--- src/rtl/clkgen_mode_pkg.sv ---
package clkgen_mode_pkg;
  localparam int MODE_W = 4;
  localparam int SRC_W  = 2;
  localparam int CSEL_W = 2;

  typedef enum logic [MODE_W-1:0] {
    M_FEI  = 4'd0,
    M_FBI  = 4'd1,
    M_FEE  = 4'd2,
    M_FBE  = 4'd3,
    M_PBE  = 4'd4,
    M_PEE  = 4'd5,
    M_BLPI = 4'd6,
    M_BLPE = 4'd7,
    M_STOP = 4'd8
  } mode_t;

  localparam logic [CSEL_W-1:0] CS_FLL = 2'b00;
  localparam logic [CSEL_W-1:0] CS_INT = 2'b01;
  localparam logic [CSEL_W-1:0] CS_EXT = 2'b10;
  localparam logic [CSEL_W-1:0] CS_PLL = 2'b11;

  // one-directional edge list of the transition graph
  function automatic logic edge_one_way(mode_t a, mode_t b);
    logic r;
    r = 1'b0;
    case (a)
      M_FEI: r = (b == M_FBI) || (b == M_FEE);
      M_FBI: r = (b == M_BLPI) || (b == M_FBE);
      M_FEE: r = (b == M_FBE);
      M_FBE: r = (b == M_BLPE) || (b == M_PBE);
      M_PBE: r = (b == M_PEE) || (b == M_BLPE);
      default: r = 1'b0;
    endcase
    return r;
  endfunction

  function automatic logic modes_adjacent(mode_t a, mode_t b);
    return edge_one_way(a, b) || edge_one_way(b, a);
  endfunction
endpackage

--- src/rtl/clkgen_req_decode.sv ---
module clkgen_req_decode
  import clkgen_mode_pkg::*;
(
  input  logic             ref_int,
  input  logic [SRC_W-1:0] src_sel,
  input  logic             pll_sel,
  input  logic             lowpwr,
  input  logic             dbg_en,
  output mode_t            req_mode,
  output logic             req_ok
);
  logic lp_gate;
  assign lp_gate = lowpwr && !dbg_en;

  always_comb begin
    req_mode = M_FEI;
    req_ok   = 1'b0;
    case ({ref_int, src_sel})
      3'b1_00: begin
        req_mode = M_FEI;
        req_ok   = !pll_sel;
      end
      3'b1_01: begin
        req_mode = lp_gate ? M_BLPI : M_FBI;
        req_ok   = 1'b1;
      end
      3'b0_00: begin
        req_mode = pll_sel ? M_PEE : M_FEE;
        req_ok   = 1'b1;
      end
      3'b0_10: begin
        if (lp_gate)      req_mode = M_BLPE;
        else if (pll_sel) req_mode = M_PBE;
        else              req_mode = M_FBE;
        req_ok = 1'b1;
      end
      default: begin
        req_mode = M_FEI;
        req_ok   = 1'b0;
      end
    endcase
  end
endmodule

--- src/rtl/clkgen_step_check.sv ---
module clkgen_step_check
  import clkgen_mode_pkg::*;
(
  input  mode_t cur_mode,
  input  mode_t req_mode,
  input  logic  req_ok,
  output logic  accept
);
  logic same;
  logic nbr;
  assign same   = (cur_mode == req_mode);
  assign nbr    = modes_adjacent(cur_mode, req_mode);
  assign accept = req_ok && (same || nbr);
endmodule

--- src/rtl/clkgen_out_reg.sv ---
module clkgen_out_reg
  import clkgen_mode_pkg::*;
(
  input  logic              clk,
  input  logic              rst,
  input  mode_t             mode_nxt,
  output logic              fll_en,
  output logic              pll_en,
  output logic [CSEL_W-1:0] clk_sel
);
  logic              fll_d;
  logic              pll_d;
  logic [CSEL_W-1:0] sel_d;

  always_comb begin
    fll_d = 1'b0;
    pll_d = 1'b0;
    sel_d = CS_FLL;
    case (mode_nxt)
      M_FEI:  begin fll_d = 1'b1; sel_d = CS_FLL; end
      M_FEE:  begin fll_d = 1'b1; sel_d = CS_FLL; end
      M_FBI:  begin fll_d = 1'b1; sel_d = CS_INT; end
      M_FBE:  begin fll_d = 1'b1; sel_d = CS_EXT; end
      M_PBE:  begin pll_d = 1'b1; sel_d = CS_EXT; end
      M_PEE:  begin pll_d = 1'b1; sel_d = CS_PLL; end
      M_BLPI: sel_d = CS_INT;
      M_BLPE: sel_d = CS_EXT;
      default: sel_d = CS_FLL;
    endcase
  end

  always_ff @(posedge clk) begin
    if (rst) begin
      fll_en  <= 1'b1;
      pll_en  <= 1'b0;
      clk_sel <= CS_FLL;
    end else begin
      fll_en  <= fll_d;
      pll_en  <= pll_d;
      clk_sel <= sel_d;
    end
  end
endmodule

--- src/rtl/clkgen_mode_ctrl.sv ---
module clkgen_mode_ctrl
  import clkgen_mode_pkg::*;
(
  input  logic              clk,
  input  logic              rst,
  input  logic              ref_int,
  input  logic [SRC_W-1:0]  src_sel,
  input  logic              pll_sel,
  input  logic              lowpwr,
  input  logic              dbg_en,
  input  logic              stop_req,
  output logic [MODE_W-1:0] mode,
  output logic              fll_en,
  output logic              pll_en,
  output logic [CSEL_W-1:0] clk_sel,
  output logic              err
);
  mode_t cur_q, saved_q, mode_nxt, saved_nxt, req_mode;
  logic  req_ok, accept, reject, reject_q;

  clkgen_req_decode u_dec (
    .ref_int (ref_int),
    .src_sel (src_sel),
    .pll_sel (pll_sel),
    .lowpwr  (lowpwr),
    .dbg_en  (dbg_en),
    .req_mode(req_mode),
    .req_ok  (req_ok)
  );

  clkgen_step_check u_step (
    .cur_mode(cur_q),
    .req_mode(req_mode),
    .req_ok  (req_ok),
    .accept  (accept)
  );

  always_comb begin
    mode_nxt  = cur_q;
    saved_nxt = saved_q;
    reject    = 1'b0;
    if (rst) begin
      mode_nxt  = M_FEI;
      saved_nxt = M_FEI;
    end else if (cur_q == M_STOP) begin
      if (!stop_req) mode_nxt = saved_q;
    end else if (stop_req) begin
      saved_nxt = cur_q;
      mode_nxt  = M_STOP;
    end else if (accept) begin
      mode_nxt = req_mode;
    end else begin
      reject = 1'b1;
    end
  end

  always_ff @(posedge clk) begin
    if (rst) begin
      cur_q    <= M_FEI;
      saved_q  <= M_FEI;
      reject_q <= 1'b0;
      err      <= 1'b0;
    end else begin
      cur_q    <= mode_nxt;
      saved_q  <= saved_nxt;
      reject_q <= reject;
      err      <= reject && !reject_q;
    end
  end

  clkgen_out_reg u_out (
    .clk     (clk),
    .rst     (rst),
    .mode_nxt(mode_nxt),
    .fll_en  (fll_en),
    .pll_en  (pll_en),
    .clk_sel (clk_sel)
  );

  assign mode = cur_q;
endmodule

--- config.mk ---
export PLATFORM = sky130hd
export DESIGN_NAME = clkgen_mode_ctrl
export DESIGN_NICKNAME = d
export VERILOG_FILES = /design/src/rtl/clkgen_mode_pkg.sv /design/src/rtl/clkgen_req_decode.sv /design/src/rtl/clkgen_step_check.sv /design/src/rtl/clkgen_out_reg.sv /design/src/rtl/clkgen_mode_ctrl.sv
export SDC_FILE = /design/constraint.sdc
export NUM_CORES = 1
export LEC_CHECK = 0
export ABC_AREA = 0
export BUFFER_PORTS_ARGS = -buffer_cell sky130_fd_sc_hd__buf_2
export CAP_MARGIN = 40
export CORE_ASPECT_RATIO = 0.5
export CORE_MARGIN = 4
export CORE_UTILIZATION = 25
export DETAILED_ROUTE_END_ITERATION = 16
export SYNTH_ARGS = -nofsm -noshare
export SYNTH_HDL_FRONTEND = slang
export SYNTH_SLANG_ARGS = --single-unit
--- constraint.sdc ---
create_clock -name clk -period 4 [get_ports clk]
set_input_delay 1.2 -clock clk [delete_from_list [all_inputs] [get_ports clk]]
set_output_delay 1.2 -clock clk [all_outputs]
set_load 0.02 [all_outputs]
==> impl_summary.md, run 1 <==
Status
The run finished with clean final reports.

Logic synthesis
The Yosys step of the flow raised 0 warnings. The async set-or-reset flop fraction in the synthesized netlist is 0. After synthesis the netlist holds a flip-flop and latch count of 14. The synthesized netlist cell count is between 100 and 150. The number of nets in the synthesized netlist is 129.

Counting distinct cell types in the post-synthesis netlist gives 51. The sequential area share after synthesis is 0.292. The mean post-synth cell area is 8.01 um^2.

Among all flip-flop cells after synthesis, the most frequent one is sky130_fd_sc_hd__dfxtp_1. The post-synthesis instance area is 961 um^2. In this run, synthesis inferred 0 flip-flops with an integrated enable.

Placed design
Including well taps, the total number of placed cells is about 180. The total of buffers placed on input and output ports is 17. In this run the cell area measured after placement is 1050 um^2. The congestion estimate from routability-driven global placement came to 0.861. The wire-length estimate of the detail-placed layout is approximately 1700 um.

Clock tree
The CTS tree is built. Counting along the longest clock path gives a buffer depth of 2. After clock tree synthesis, the flow added hold-fix buffers numbering 0. The clock tree root buffer cell is sky130_fd_sc_hd__clkbuf_8. The H-tree level count is 1. The clock latency on the worst-skew pair is 0.24 ns. After clock tree synthesis, the clock-pin slew on the worst setup and hold paths is approximately 0.05 ns. The TritonCTS sink count is 14. Once the clock tree was built, the resizer swapped 0 gates to a different size. The buffers inserted during post-CTS setup optimization is 0.

The number of buffers created by CTS is 3.

Hold path
In this run the worst hold path is classified as flip-flop to flip-flop.

Worst setup path
The worst setup path is captured at a flip-flop. The arrival time of the worst setup path is roughly 3.7 ns. In this design, the stage delay of the slowest critical-path cell is 0.57 ns. Along the worst path, the maximum fanout reaches 6. The kind of start point of the critical path is an input pin. For the worst setup path, the data required time is 4.17 ns.

The critical path goes through buf_2, nand2b_1, or3_4, and2_4, xnor2_1, or4_4, a31o_1, o211a_2, or4_1, a21oi_1. The class of the most critical setup path is input pin to flip-flop. The master of the slowest instance on the critical path is sky130_fd_sc_hd__or4_4.

Floorplan
18 I/O pins were placed. The initial utilization of the core area, before any placement, comes to 0.269. The die height is a little over 50 um.

The row count is 15. The total die area is 4960 um^2. The area inside the core boundary is roughly 3600 um^2. The die boundary width is about 96 um.

Timing
The pin slew with the least headroom to its limit is 0.372 ns. Setup violations remaining at the end of the flow were counted as 0. The maximum clock frequency is between 200 and 300 MHz. The final hold violation count came to 0.

Setup repair after global routing left no endpoint under its margin. After routing, the total negative slack on setup checks comes to 0 ns. The minimum clock period is approximately 3.5 ns. In this run the tightest slew margin relative to its limit is 0.752. The final max-slew violation count came to 0. Of the available clock period, the critical path in the final layout requires 0.885. On the final layout, the worst hold slack is 0.393 ns.

The setup clock skew after layout is 0.00202 ns.

Global routing
Entering global routing, the biggest net connects 12 pins. The global-route congestion overflow total is 0. The via count of the first global-routing pass is 819. Across every metal layer, demand over resource in global routing totals 0.0994.

The number of antenna violations at the first check in global routing is 0. The first global-routing pass estimated between 3000 and 4000 um of wire.

Final layout
The number of inserted filler cells in the final layout is around 390. In the final layout, the share of cells above drive strength 1 is 0.252. Summing all non-filler instances in the final layout gives an area of 1100 um^2. Excluding fillers, the count of instances in the completed layout stands at approximately 180. 0 antenna diodes ended up in the layout. Registers take ~280 um^2. The area of the multi-input gates is between 600 and 700 um^2.

Relative to the synthesized area, the layout overhead comes to 14.1%. The final-stage net count is 142. The utilization of the core after routing is 0.307.

Route
The count of nets left with antenna violations once routing finished came out at 0. In the final routed layout, each cell accounts on average for 12.4 um. The number of design rule violations left after detail routing is 0. The routed design has 2260 um of wire. The vias after detailed routing is 903. The first detailed-routing pass ran for 4 iterations.

Using the TritonRoute via totals, the vias-per-cell ratio works out to around 5.0. The number of DRC markers after the initial detailed-route iteration is 47.

Job
The max-cap check violation count is 0.

Pwr
Summed over all cells, the static leakage comes to ~0.44 nW. Dividing total power by cell area gives a power density of 303 nW/um^2. The worst-case IR drop observed on VDD is a little under 0.00008 V.
## per-stage QoR
stage               setup slack (ns)  power (mW)
floorplan                      0.392       0.212
global placement               0.262       0.224
detailed placement             0.224       0.224
CTS                            0.481       0.338
global route                   0.361       0.354
finish                         0.461       0.333
## Yosys cell counts, types with 2 or more instances
cell                        count  area share
sky130_fd_sc_hd__and3_1         3       0.020
sky130_fd_sc_hd__inv_1          3       0.012
sky130_fd_sc_hd__dfxtp_1       14        0.29
sky130_fd_sc_hd__xor2_1         2       0.018
sky130_fd_sc_hd__o2111ai_1      2       0.018
sky130_fd_sc_hd__buf_2          2       0.010
sky130_fd_sc_hd__nand3_1        2       0.010
sky130_fd_sc_hd__nor2b_1        2       0.013
sky130_fd_sc_hd__o21ai_1        4       0.021
sky130_fd_sc_hd__nor3_1         5       0.026
sky130_fd_sc_hd__nor2_1        11       0.043
sky130_fd_sc_hd__a31o_1         2       0.018
sky130_fd_sc_hd__nand2_1       13       0.051
sky130_fd_sc_hd__a21oi_1        8       0.042
sky130_fd_sc_hd__buf_6          2       0.023
sky130_fd_sc_hd__nand4b_1       2       0.018
sky130_fd_sc_hd__nand4_1        3       0.020
sky130_fd_sc_hd__and2_1         2       0.013
sky130_fd_sc_hd__a31oi_1        2       0.013
sky130_fd_sc_hd__xnor2_1        2       0.018
sky130_fd_sc_hd__clkbuf_1       4       0.016
## registers in the layout, indices dropped and copies added (netlist names)
| register | count |
|---|---|
| mode | 4 |
| saved_q | 4 |
| u_out.clk_sel | 2 |
| err | 1 |
| reject_q | 1 |
| u_out.fll_en | 1 |
| u_out.pll_en | 1 |
## layout by cell type, fill, tap and decap left out, types with 2 or more instances in the layout
cell	synthesis	layout
sky130_fd_sc_hd__o21ai_1	4	4
sky130_fd_sc_hd__and3_1	3	3
sky130_fd_sc_hd__nor2_1	11	11
sky130_fd_sc_hd__nor2b_1	2	2
sky130_fd_sc_hd__and2_1	2	2
sky130_fd_sc_hd__nand3_1	2	2
sky130_fd_sc_hd__nor3_1	5	5
sky130_fd_sc_hd__nand2_1	13	13
sky130_fd_sc_hd__clkbuf_8	0	3
sky130_fd_sc_hd__a31o_1	2	2
sky130_fd_sc_hd__nand4b_1	2	2
sky130_fd_sc_hd__inv_1	3	3
sky130_fd_sc_hd__xnor2_1	2	2
sky130_fd_sc_hd__dfxtp_1	14	14
sky130_fd_sc_hd__nand4_1	3	3
sky130_fd_sc_hd__xor2_1	2	2
sky130_fd_sc_hd__a21oi_1	8	8
sky130_fd_sc_hd__buf_2	2	17
sky130_fd_sc_hd__o2111ai_1	2	2
sky130_fd_sc_hd__a31oi_1	2	2
## cell families (layout without fill, tap and decap cells)
family                    count (synthesis)  after routing  share of synthesized area
and+or+nand+nor                          57             57                      0.339
DFF                                      14             14                      0.292
xor gates and xnor gates                  4              4                     0.0365
AOI/OAI and AO/OA                        31             31                      0.242
buffers and inverters                    12             23                     0.0690
muxes                                     2              2                     0.0221
## final timing paths
kind	end	slack, ns	start	cells past startpoint
max	u_out.clk_sel[1]	0.46	dbg_en	10
min	err	0.39	reject_q	1
max reg2reg	u_out.clk_sel[1]	1.50	mode[1]	9
min reg2reg	err	0.39	reject_q	1
## metal layers
layer / wire length, um / part of all wire / track usage
met1: 1170 / 0.52 / 0.144
met4: 48 / 0.021 / 0.0566
met5: 0 / 0 / 0
met3: 140 / 0.062 / 0.0217
met2: 902 / 0.40 / 0.132
## cell type report
cell class	count	share of cell area
well taps	51	0.0582
flip-flops and latches	14	0.256
clock buffers	3	0.0377
inverters	3	0.0103
multi-input cells	94	0.561
repair buffers	17	0.0776
## where the power goes
part | total, mW | switching, mW | internal, mW
Clock | 0.110 | 0.0441 | 0.0664
Sequential | 0.150 | 0.00528 | 0.145
Combinational | 0.0719 | 0.0441 | 0.0278
## critical path, delay by kind of cell
kind	cells	cell delay [ns]
and+or+nand+nor	5	1.82
AOI/OAI and AO/OA	3	0.47
xor gates and xnor gates	1	0.12
buffers and inverters	1	0.10
Note: power is estimated with default switching activity, not from simulation.
==> run 2: changes to the inputs <==
==> constraint.sdc (replaced) <==
create_clock -name clk -period 4 [get_ports clk]
set_input_delay 0.2 -clock clk [delete_from_list [all_inputs] [get_ports clk]]
set_output_delay 0.2 -clock clk [all_outputs]
set_load 0.02 [all_outputs]
==> run 2 against run 1 <==
  * Maximum frequency rose by 39%
  * First-iteration DRC count rose by 26%
  * Hold slack got worse by 0.15 ns
  * Global-route usage rose by 0.12 points
  * Count of clock-buffer cells in the layout unchanged
  * Via count down 0.89%
  * Cell count is the same
  * Die area is the same
  * Design area unchanged
  * Clock skew fell by 0.0011 ns
  * Critical path type unchanged
==> impl_summary.md, run 2 (synthesis gave the netlist of run 1 again) <==
Clock tree
In this run the number of H-tree levels came out at 1. The count of hold buffers inserted by post-cts repair is 0. After clock tree synthesis, the clock-pin slew on the worst setup and hold paths is 0.05 ns.

For the worst-skew pair, the clock arrives at the later sink with an insertion delay of around 0.24 ns. The tree is rooted in a sky130_fd_sc_hd__clkbuf_8. The quantity of gates resized following cts is 0. The clock passes through at most 2 buffers.

The CTS tree is built. The number of buffers created by CTS is 3. The buffers inserted during post-CTS setup optimization is 0.

The TritonCTS sink count is 14.

Global routing
The number of antenna violations at the first check in global routing is 0. For this run, global-route usage on met3 was measured as 0.0173. The first-pass GRT wire length is around 3900 um. The pin count of the biggest net entering global routing is 12. In the global route stage, met1 resource usage came out at 0.147. The global router's overall resource usage is 0.101.

The routing usage on met2 is 0.140. Summed over all layers, the global routing overflow is 0. The most congested layer reported by global routing is met1. The via count of the first global-routing pass came to 832.

Worst setup path
The category of the worst setup path capture point is a flip-flop. The class of the most critical setup path is input pin to flip-flop. The worst-path maximum fanout is 6. The arrival time of the worst setup path is 2.71 ns.

At the worst endpoint, the required time is between 4 and 5 ns. STA classifies the critical path startpoint as an input pin.

Route
Once detail routing completed, the nets flagged for antenna violations numbered 0. Summed over all layers, the routed wires come to 2290 um. Detailed routing inserted a total of around 900 vias. The number of design rule violations left after detail routing is 0. The number of detailed-routing iterations run before antenna repair is 4. The via-per-instance ratio is 4.92. After the first detailed-routing iteration, the DRC count stood at between 50 and 60. Dividing the detail-routed wire length by the instance count gives 12.6 um.

Pwr
The static leakage is between 0.4 and 0.5 nW. Cell internal power was estimated by the tool at 0.239 mW. The combinational group share of total power is 0.216.

The power share of the sequential group is 0.453. The clock group share of total power is 0.331. In this run the power spent charging and discharging nets is about 0.093 mW. The maximum ir drop on the vdd rail is approximately 0.00008 V. The ratio of total power to cell area is ~300 nW/um^2. Of the total power, the share spent switching nets is 0.281.

Final layout
Leaving out fill and tap cells, the most frequent cells in the layout are 17 x sky130_fd_sc_hd__buf_2, 14 x sky130_fd_sc_hd__dfxtp_1, 13 x sky130_fd_sc_hd__nand2_1. The area of the multi-input gates is a little over 600 um^2. Once layout is done, the placed cells without fillers occupy between 1000 and 1500 um^2. The number of inserted filler cells in the final layout is about 380.

Of the cells placed in the final design, the portion with a size suffix greater than 1 is 0.252. For this run, the share of the core covered by cells in the final layout is 0.307. The flip-flop and latch area is approximately 280 um^2.

The relative area change from synthesis to final layout is 14.1%. The net count of the finished layout is 142. The antenna cell count is 0.

The most common cell after layout, fill and taps aside is sky130_fd_sc_hd__buf_2.

Floorplan
The starting density of the core is 0.269. The I/O pin count is 18. The core region is ~3600 um^2. From left edge to right edge, the die measures 95.7 um.

The row count is 15. The total die area is between 4000 and 5000 um^2. From bottom edge to top edge, the die measures around 52 um.

Placed design
The total half-perimeter wirelength after legalization and detailed placement is roughly 1700 um. The placed instances occupy a cell area of 1050 um^2. Input and output buffers added on the ports amount to 17. The minimum setup slack after placement is about 1.2 ns. Routability-driven placement finished with a final weighted congestion of 0.862.

Timing
The final total negative setup slack is 0 ns. The minimum hold slack is roughly 0.24 ns. The maximum clock frequency is around 390 MHz. Setup repair after global routing left no endpoint under its margin. The minimum clock period is between 2 and 3 ns. The final max-slew violation count is 0. The final worst-path cycle share is 0.634. Headroom to the max-slew limit came out at 0.738. On the final layout, the worst clock skew is 0.000885 ns. At the pin with the least slew margin, the transition time is between 0.3 and 0.4 ns.

The worst path meets setup with 1.46 ns of slack. The final hold violation count is 0. The number of endpoints failing setup at the final stage is 0.

Hold path
The worst hold path belongs to the class input pin to flip-flop.

Job
The max-cap check violation count is 0.

Status
The flow ran to the end, and the final reports show no timing, DRC or antenna violations.
[run 2: cell counts in the layout (fill, tap and decap cells not counted)]
No cell type changed its count.
[run 2: path summary, 6_finish.rpt]
path,start,end,slack [ns],cells after the start
worst min register to register,reject_q,err,0.39,1
worst max-delay path,dbg_en,u_out.clk_sel[1],1.46,10
worst min-delay path,rst,saved_q[0],0.24,2
worst max register to register,mode[1],u_out.clk_sel[1],1.48,9
[run 2: final cells by class]
cell class,count,area share
Sequential cell,14,0.256
Timing Repair Buffer,17,0.0776
Tap cell,51,0.0582
Clock buffer,3,0.0377
Multi-Input combinational cell,94,0.561
Inverter,3,0.0103
[run 2: power groups by stage]
stage,sequential [mW],combinational (mW),clock (mW)
after detailed placement,0.153,0.0709,0
after global placement,0.153,0.0710,0
after global routing,0.151,0.0801,0.122
after CTS,0.150,0.0713,0.116
final,0.151,0.0718,0.110
after floorplan,0.155,0.0569,0
[run 2: stage by stage]
stage,instances,power [mW]
floorplan,120,0.212
global placement,179,0.224
detailed placement,179,0.224
CTS,182,0.338
global route,182,0.354
finish,182,0.333
[run 2: routing by layer]
metal / up-vias / part of all wire
met5: - / 0
met4: 0 / 0.016
met3: 4 / 0.061
met2: 26 / 0.40
met1: 406 / 0.52
li1: 459 / -
[run 2: worst max-delay path, cell delays in order]
cell	delay (ns)
sky130_fd_sc_hd__buf_2	0.10
sky130_fd_sc_hd__nand2b_1	0.20
sky130_fd_sc_hd__or3_4	0.42
sky130_fd_sc_hd__and2_4	0.16
sky130_fd_sc_hd__xnor2_1	0.12
sky130_fd_sc_hd__or4_4	0.57
sky130_fd_sc_hd__a31o_1	0.20
sky130_fd_sc_hd__o211a_2	0.15
sky130_fd_sc_hd__or4_1	0.47
sky130_fd_sc_hd__a21oi_1	0.12
